<file path="src/rtl/dma_stat_pkg.sv">
package dma_stat_pkg;
    localparam int PEND_N = 5;
    // index of each cause inside the pending and enable vectors
    localparam int IDX_NC = 4;
    localparam int IDX_EC = 3;
    localparam int IDX_NR = 2;
    localparam int IDX_CA = 1;
    localparam int IDX_PC = 0;
    localparam logic [PEND_N-1:0] HALT_MASK =
        (PEND_N'(1) << IDX_EC) | (PEND_N'(1) << IDX_NR) | (PEND_N'(1) << IDX_CA);

    typedef struct packed {
        logic [PEND_N-1:0] pend;
        logic [PEND_N-1:0] en;
        logic              adv;
        logic              retry;
    } stat_reg_t;
endpackage

</file>
<file path="src/rtl/dma_stat_evt_dec.sv">
module dma_stat_evt_dec
    import dma_stat_pkg::*;
(
    input  logic              run,
    input  logic              abort_req,
    input  logic              bad_ptr,
    input  logic              fetch_vld,
    input  logic              fetch_full,
    input  logic              len_zero,
    input  logic              last_flag,
    input  logic              done_strobe,
    output logic [PEND_N-1:0] set_vec,
    output logic              adv_evt
);
    // Priority: abort, bad pointer, invalid fetch, done strobe, length zero.
    always_comb begin
        set_vec = '0;
        adv_evt = 1'b0;
        if (run) begin
            if (abort_req) begin
                set_vec[IDX_CA] = 1'b1;
            end else if (bad_ptr) begin
                set_vec[IDX_EC] = 1'b1;
            end else if (fetch_vld && !fetch_full) begin
                set_vec[IDX_NR] = 1'b1;
            end else if (done_strobe) begin
                set_vec[IDX_NC] = 1'b1;
                set_vec[IDX_PC] = 1'b1;
                adv_evt         = 1'b1;
            end else if (len_zero) begin
                set_vec[IDX_NC] = last_flag;
                adv_evt         = 1'b1;
            end
        end
    end
endmodule

</file>
<file path="src/rtl/dma_stat_pend_bit.sv">
module dma_stat_pend_bit (
    input  logic cur,
    input  logic set,
    input  logic clr,
    output logic nxt
);
    // a set in the same cycle as a clear keeps the bit
    always_comb begin
        nxt = set | (cur & ~clr);
    end
endmodule

</file>
<file path="src/rtl/dma_stat_rdmux.sv">
module dma_stat_rdmux
    import dma_stat_pkg::*;
#(
    parameter int DATA_W   = 32,
    parameter int PEND_LSB = 27,
    parameter int EN_LSB   = 0
) (
    input  logic [PEND_N-1:0] pend,
    input  logic [PEND_N-1:0] en,
    output logic [DATA_W-1:0] rd
);
    always_comb begin
        rd                       = '0;
        rd[PEND_LSB +: PEND_N]   = pend;
        rd[EN_LSB +: PEND_N]     = en;
    end
endmodule

</file>
<file path="src/rtl/dma_chan_status.sv">
module dma_chan_status
    import dma_stat_pkg::*;
#(
    parameter int DATA_W   = 32,
    parameter int PEND_TOP = 31,
    parameter int EN_LSB   = 0
) (
    input  logic              clk,
    input  logic              rst_n,
    input  logic              reg_wr_en,
    input  logic [DATA_W-1:0] reg_wr_data,
    output logic [DATA_W-1:0] reg_rd_data,
    input  logic              abort_req,
    input  logic              fetch_vld,
    input  logic              fetch_full,
    input  logic              bad_ptr,
    input  logic              len_zero,
    input  logic              last_flag,
    input  logic              done_strobe,
    output logic              chan_run,
    output logic              desc_advance,
    output logic              desc_retry,
    output logic              irq
);
    localparam int PEND_LSB = PEND_TOP - PEND_N + 1;

    stat_reg_t         st_d, st_q;
    logic [PEND_N-1:0] set_vec;
    logic [PEND_N-1:0] clr_vec;
    logic [PEND_N-1:0] pend_nxt;
    logic              adv_evt;
    logic              run;

    assign run     = ~|(st_q.pend & HALT_MASK);
    assign clr_vec = reg_wr_en ? reg_wr_data[PEND_LSB +: PEND_N] : '0;

    dma_stat_evt_dec u_dec (
        .run         (run),
        .abort_req   (abort_req),
        .bad_ptr     (bad_ptr),
        .fetch_vld   (fetch_vld),
        .fetch_full  (fetch_full),
        .len_zero    (len_zero),
        .last_flag   (last_flag),
        .done_strobe (done_strobe),
        .set_vec     (set_vec),
        .adv_evt     (adv_evt)
    );

    for (genvar i = 0; i < PEND_N; i++) begin : g_pend
        dma_stat_pend_bit u_bit (
            .cur (st_q.pend[i]),
            .set (set_vec[i]),
            .clr (clr_vec[i]),
            .nxt (pend_nxt[i])
        );
    end

    always_comb begin
        st_d       = st_q;
        st_d.pend  = pend_nxt;
        if (reg_wr_en) begin
            st_d.en = reg_wr_data[EN_LSB +: PEND_N];
        end
        // resume actions: abort moves on, error restarts, not-ready does neither
        st_d.adv   = adv_evt | (st_q.pend[IDX_CA] & clr_vec[IDX_CA]);
        st_d.retry = st_q.pend[IDX_EC] & clr_vec[IDX_EC];
    end

    always_ff @(posedge clk or negedge rst_n) begin
        if (!rst_n) begin
            st_q <= '0;
        end else begin
            st_q <= st_d;
        end
    end

    dma_stat_rdmux #(
        .DATA_W   (DATA_W),
        .PEND_LSB (PEND_LSB),
        .EN_LSB   (EN_LSB)
    ) u_rd (
        .pend (st_q.pend),
        .en   (st_q.en),
        .rd   (reg_rd_data)
    );

    assign chan_run     = run;
    assign desc_advance = st_q.adv;
    assign desc_retry   = st_q.retry;
    assign irq          = |(st_q.pend & st_q.en);
endmodule

</file>
<file path="config.mk">
export PLATFORM = sky130hd
export DESIGN_NAME = dma_chan_status
export DESIGN_NICKNAME = d
export VERILOG_FILES = /design/src/rtl/dma_stat_pkg.sv /design/src/rtl/dma_stat_evt_dec.sv /design/src/rtl/dma_stat_pend_bit.sv /design/src/rtl/dma_stat_rdmux.sv /design/src/rtl/dma_chan_status.sv
export SDC_FILE = /design/constraint.sdc
export NUM_CORES = 1
export LEC_CHECK = 0
export BUFFER_PORTS_ARGS = -buffer_cell sky130_fd_sc_hd__buf_4
export CORE_ASPECT_RATIO = 0.75
export CORE_MARGIN = 3
export CORE_UTILIZATION = 36
export CTS_BUF_LIST = sky130_fd_sc_hd__clkbuf_8 sky130_fd_sc_hd__clkbuf_16
export DETAILED_ROUTE_END_ITERATION = 16
export GPL_TIMING_DRIVEN = 1
export PLACE_DENSITY = 0.81
export SYNTH_ARGS = -nofsm -noshare
export SYNTH_HDL_FRONTEND = slang
export SYNTH_HIERARCHICAL = 1
export SYNTH_SLANG_ARGS = --single-unit
export TNS_END_PERCENT = 5
</file>
<file path="constraint.sdc">
create_clock -name clk -period 1.7 [get_ports clk]
set_input_delay 0.255 -clock clk [delete_from_list [all_inputs] [get_ports clk]]
set_output_delay 0.255 -clock clk [all_outputs]
set_load 0.05 [all_outputs]
</file>
==> impl_metrics.toml, run 1 <==
[pwr]
power_frac_comb_pct = 56.4
switching_share_pct = 48.1
power_frac_seq_pct = 27.1
clock_power_share_pct = 16.5
peakVddDrop_mv = 0.545
power.leakage_nw = 0.592
p_int_mw = 0.778
powerDensity_mw_per_mm2 = 1430
switchingPower_mw = 0.721
fin_total_pwr_mw = 1.50

[die]
dieArea_sq_mm = 0.00300
die_w_um = 62.3
ioPinCount = 78
num_rows = 14
die_h_um = 48.2
initial_utilization_pct = 40.3
core_sq_mm = 0.00212

[grt]
grt_pass1_wl_mm = 2.43
grt_antenna_before_repair = 0
grt_pass1_vias = 515
grt_max_degree = 13
grt_overflow_total = 0
gr-usage-all-layers_pct = 11.0

[clocking]
ctsRootBufferMaster = "clkbuf_8"
clk_pin_slew_ns = 0.05
clockBufferDepth = 2
clock_latency_ns = 0.23
cts_sinks = 12
cts_buffers = 3
cts_max_level = 1
cts_resized = 0
cts_tree = "yes"

[synthesis]
synth_top_area_share_pct = 35.1
ys_types = 20
synth_area_per_cell_sq_um = 10.4
yosys.area.top_type = "dfrtp_1"
synth_warnings = 6
ys_top_cells_by_area = "dfrtp_1 (35%), buf_4 (28%), mux2_4 (8.8%)"
ys_ff_latch = 12
syn-cell-area_sq_um = 855
synth_seq_area_share_pct = 35.1
syn-instance-count = 82

[critical_path]
cp_cell_sequence = "buf_4 -> a222oi_1 -> nand2_1 -> buf_4"
cp.required_ns = 1.44
r2r_slack_ns = 0.19
path_buf_inv = 2
rr_startpoint = "st_q[10]"
critical_path.most_common_cell = "buf_4"
cp-startpoint = "st_q[10]"
path_class = "reg2out"
cp_slowest_stage_delay_ns = 0.37
path_delay_family = "flip-flops"
crit_slowest_cell = "dfrtp_1"
cp-start-kind = "flop"
end_kind = "output port"
crit_arrival_ns = 1.32
path_max_fanout = 4

[min_path]
hp-start = "reg_wr_data[2]"
hold_path.class = "in2reg"

[sta]
finalSetupViolCount = 0
max_freq_mhz = 635
grt_setup_unrepaired = "false"
fin_crit_sh_pct = 92.7
fin_skew_ns = 0.00220
maxSlewViolCount = 0
finalHoldViolCount = 0
fin_crit_ns = 1.58

[place]
io_buffers = 33
dpl.hpwl_mm = 1.35
dp_cells = 136
globalplace.congestion = 0.755

[layout]
stdcell_count = 141
syn2layout_area_growth_pct = 22.5
fin_util_pct = 49.4
n_antenna_cell = 0
layout-drive-gt1-share_pct = 52.3
final_nets = 153

[routing]
wl_per_cell_um = 11.6
post_drt_via_cell_ratio = 3.94
drc = 0
first_pass_iters = 4
drt_iter0_drc = 21
postRouteAntennaNets = 0
dr_total_vias = 556
totalWireLength_mm = 1.64

[outcome]
status = "finished clean"

[job]
max_cap_violations = 0
-- power by group through the flow --
stage | registers [mW] | logic, mW | clock network (mW)
4_1_cts | 0.415 | 0.825 | 0.258
6_report | 0.406 | 0.845 | 0.247
3_3_place_gp | 0.415 | 0.810 | 0
2_1_floorplan | 0.439 | 0.676 | 0
3_5_place_dp | 0.419 | 0.820 | 0
5_1_grt | 0.419 | 0.883 | 0.277
-- layout by cell type (no fill, tap or decap) --
cell type / count
mux2_4: 5
nor3b_2: 2
a21oi_1: 1
clkbuf_8: 3
and2_2: 6
nand2_1: 1
a21o_1: 6
nor2b_1: 1
buf_4: 35
a222oi_1: 1
a22oi_1: 1
conb_1: 22
dfrtp_1: 12
inv_1: 5
nor3_2: 2
and3b_2: 1
and3_2: 1
or3b_4: 1
nor2_1: 1
nor3_4: 1
dlygate4sd3_1: 1
-- flip-flops by register name, indices dropped and copies added (netlist names) --
register,flops
st_q,10
desc_advance,1
desc_retry,1
-- logic make-up after synthesis --
group                  count (synthesis)  synth area share (%)
multiplexers                           5                  8.78
AND/OR/NAND/NOR                       17                  16.1
buffers and inverters                 38                  31.6
other                                  1                 0.439
AO/OA/AOI/OAI                          9                  7.91
flip-flops                            12                  35.1
-- per-layer routing --
metal	vias to the layer above	routed length (um)	global-route usage [%]
met5	-	0	0
met4	0	14	4.82
met3	2	199	7.14
met2	36	779	17.7
met1	252	648	12.0
li1	266	-	-
-- cell usage after synthesis --
cell      count
a21o_1        6
a21oi_1       1
a222oi_1      1
a22oi_1       1
and2_2        6
and3_2        1
and3b_2       1
buf_4        32
buf_6         1
conb_1        1
dfrtp_1      12
inv_1         5
mux2_4        5
nand2_1       1
nor2_1        1
nor2b_1       1
nor3_1        1
nor3_2        2
nor3b_2       2
or3b_4        1
-- worst reg2reg max path: stages, from the launching register on --
cell and delay (ns):
dfrtp_1 0.37, buf_4 0.14, nor3_4 0.21, or3b_4 0.44, nor3_2 0.19, a21o_1 0.10
-- final timing paths --
path                                end  cells past startpoint
min in group asynchronous       st_q[7]                      2
min reg2reg                     st_q[7]                      1
max                                 irq                      4
min                             st_q[4]                      2
max in group asynchronous       st_q[3]                      2
max reg2reg                desc_advance                      5
-- what timing repair did --
item                                   CTS  global route
setup endpoints to repair                0             1
buffers inserted                         0             1
hold buffers                             1             0
endpoints found under the hold margin   12             0
-- stage by stage --
step | hold slack [ns] | setup TNS [ns] | instance area (sq um) | worst slack [ns]
final | 0.250 | 0 | 1050 | 0.124
after global routing | 0.235 | 0 | 1050 | 0.0400
after CTS | 0.245 | 0 | 1040 | 0.0657
after detailed placement | 0.102 | 0 | 988 | 0.262
after global placement | 0.0975 | 0 | 988 | 0.275
after floorplan | -0.0406 | -0.0837 | 945 | -0.0225
-- final cells by class --
cell class	instances	area [sq um]
clock buffer	3	41.3
fill	197	1070
inverter	5	18.8
multi-input combinational	53	374
sequential	12	300
tap	32	40.0
timing repair buffer	36	273
(Power assumes the default switching activity.)
==> run 2, diff against run 1 <==
--- a/config.mk
+++ b/config.mk
@@ -12,7 +12,7 @@
 export CTS_BUF_LIST = sky130_fd_sc_hd__clkbuf_8 sky130_fd_sc_hd__clkbuf_16
 export DETAILED_ROUTE_END_ITERATION = 16
 export GPL_TIMING_DRIVEN = 1
-export PLACE_DENSITY = 0.81
+export PLACE_DENSITY = 0.78
 export SYNTH_ARGS = -nofsm -noshare
 export SYNTH_HDL_FRONTEND = slang
 export SYNTH_HIERARCHICAL = 1
==> impl_metrics.toml, run 2 (synthesis results as in run 1) <==
[clocking]
cts_sinks = 12
clk_pin_slew_ns = 0.05
cts_max_level = 1
post_cts_buffers = 0
clock_latency_ns = 0.24
clockBufferDepth = 2
cts_tree = "yes"
ctsRootBufferMaster = "clkbuf_8"
cts_buffers = 3

[die]
dieArea_sq_mm = 0.00300
die_h_um = 48.2
initial_utilization_pct = 40.3
ioPinCount = 78
die_w_um = 62.3
num_rows = 14
core_sq_mm = 0.00212

[sta]
setup_tns_ns = 0
max_freq_mhz = 640
maxSlewViolCount = 0
fin_skew_ns = 0.00216
fin_crit_ns = 1.56
finalSetupViolCount = 0
finalHoldViolCount = 0
fin_crit_sh_pct = 91.9
grt_setup_unrepaired = "false"

[layout]
n_antenna_cell = 0
fin_area_sq_mm = 0.00105
layout_common_cells = "buf_4 (33), conb_1 (22), dfrtp_1 (12), and2_2 (6), a21o_1 (6)"
syn2layout_area_growth_pct = 22.4
largest_reg_flops = 10
final_nets = 151
final_common_cell = "buf_4"
layout-drive-gt1-share_pct = 51.9
top_register = "st_q"

[critical_path]
cp_slowest_stage_delay_ns = 0.45
cp-start-kind = "flop"
path_class = "reg2out"
end_kind = "output port"
rr_startpoint = "st_q[10]"
cp.required_ns = 1.44
crit_arrival_ns = 1.31
cp_cell_sequence = "a222oi_1 -> nand2_1 -> buf_4"
path_max_fanout = 5
cp-startpoint = "st_q[10]"
crit_slowest_cell = "dfrtp_1"

[grt]
grt_antenna_before_repair = 0
grt_pass1_wl_mm = 2.19
grt_overflow_total = 0
grt_max_degree = 13
gr-usage-all-layers_pct = 10.0
grt_pass1_vias = 479

[pwr]
power.leakage_nw = 0.589
fin_total_pwr_mw = 1.52
peakVddDrop_mv = 0.698
powerDensity_mw_per_mm2 = 1450

[routing]
postRouteAntennaNets = 0
wl_per_cell_um = 11.3
totalWireLength_mm = 1.58
post_drt_via_cell_ratio = 3.87
first_pass_iters = 4
drc = 0
drt_iter0_drc = 12
dr_total_vias = 542

[place]
placed_cell_area_sq_um = 981
globalplace.congestion = 0.792
io_buffers = 33
dpl.hpwl_mm = 1.29

[outcome]
status = "finished clean"

[min_path]
hp-start = "reg_wr_data[1]"
hold_path.class = "in2reg"

[job]
max_cap_violations = 0
## run 2: cell count changes in the layout (fill, tap and decap cells not counted), sizes merged
cell / before / now
buf: 35 / 33
clkbuf: 3 / 4
## run 2: layer usage
metal  track usage, %  wire length [um]
met5                0                 0
met2             17.3               790
met1             10.3               612
met3             7.14               178
met4             2.63                 0
## run 2: area by class of cell
type / count / area [sq um]
clock buffer: 4 / 55.1
multi-input combinational: 53 / 374
sequential: 12 / 300
fill: 205 / 1070
tap: 32 / 40.0
inverter: 5 / 18.8
timing repair buffer: 34 / 258
## run 2: final timing paths
path	endpoint	slack (ns)	cells after the start
max	irq	0.14	3
min	st_q[3]	0.25	2
max reg2reg	desc_advance	0.19	4
min reg2reg	st_q[7]	0.52	1
max in group asynchronous	desc_advance	1.14	2
min in group asynchronous	st_q[5]	0.41	2
## run 2: through the flow
step / instances / setup WS, ns / util [%] / hold slack (ns)
floorplan: 103 / -0.0225 / - / -0.0406
global placement: 135 / 0.239 / 46.3 / 0.0986
detailed placement: 135 / 0.231 / 46.3 / 0.105
CTS: 140 / 0.121 / 49.4 / 0.240
global route: 140 / 0.0359 / 49.4 / 0.237
finish: 140 / 0.137 / 49.4 / 0.247
## run 2: repair_timing
action,4_1_cts,5_1_grt
hold endpoints to repair,12,0
setup endpoints to repair,0,0
resized for setup,0,0
hold buffers,1,0
## run 2: where the power goes
part           switching [mW]  total [mW]  leakage (nW)  internal (mW)
clock                  0.0999       0.304        0.0288          0.204
sequential             0.0740       0.421         0.150          0.347
combinational           0.543       0.792         0.410          0.248
total                   0.717        1.52         0.589          0.799
## run 2: worst max-delay path, delay by kind of cell (launching register included)
family | cells | cell delay, ns
buf+inv | 1 | 0.20
compound gates | 1 | 0.33
simple gates | 1 | 0.09
flops | 1 | 0.45
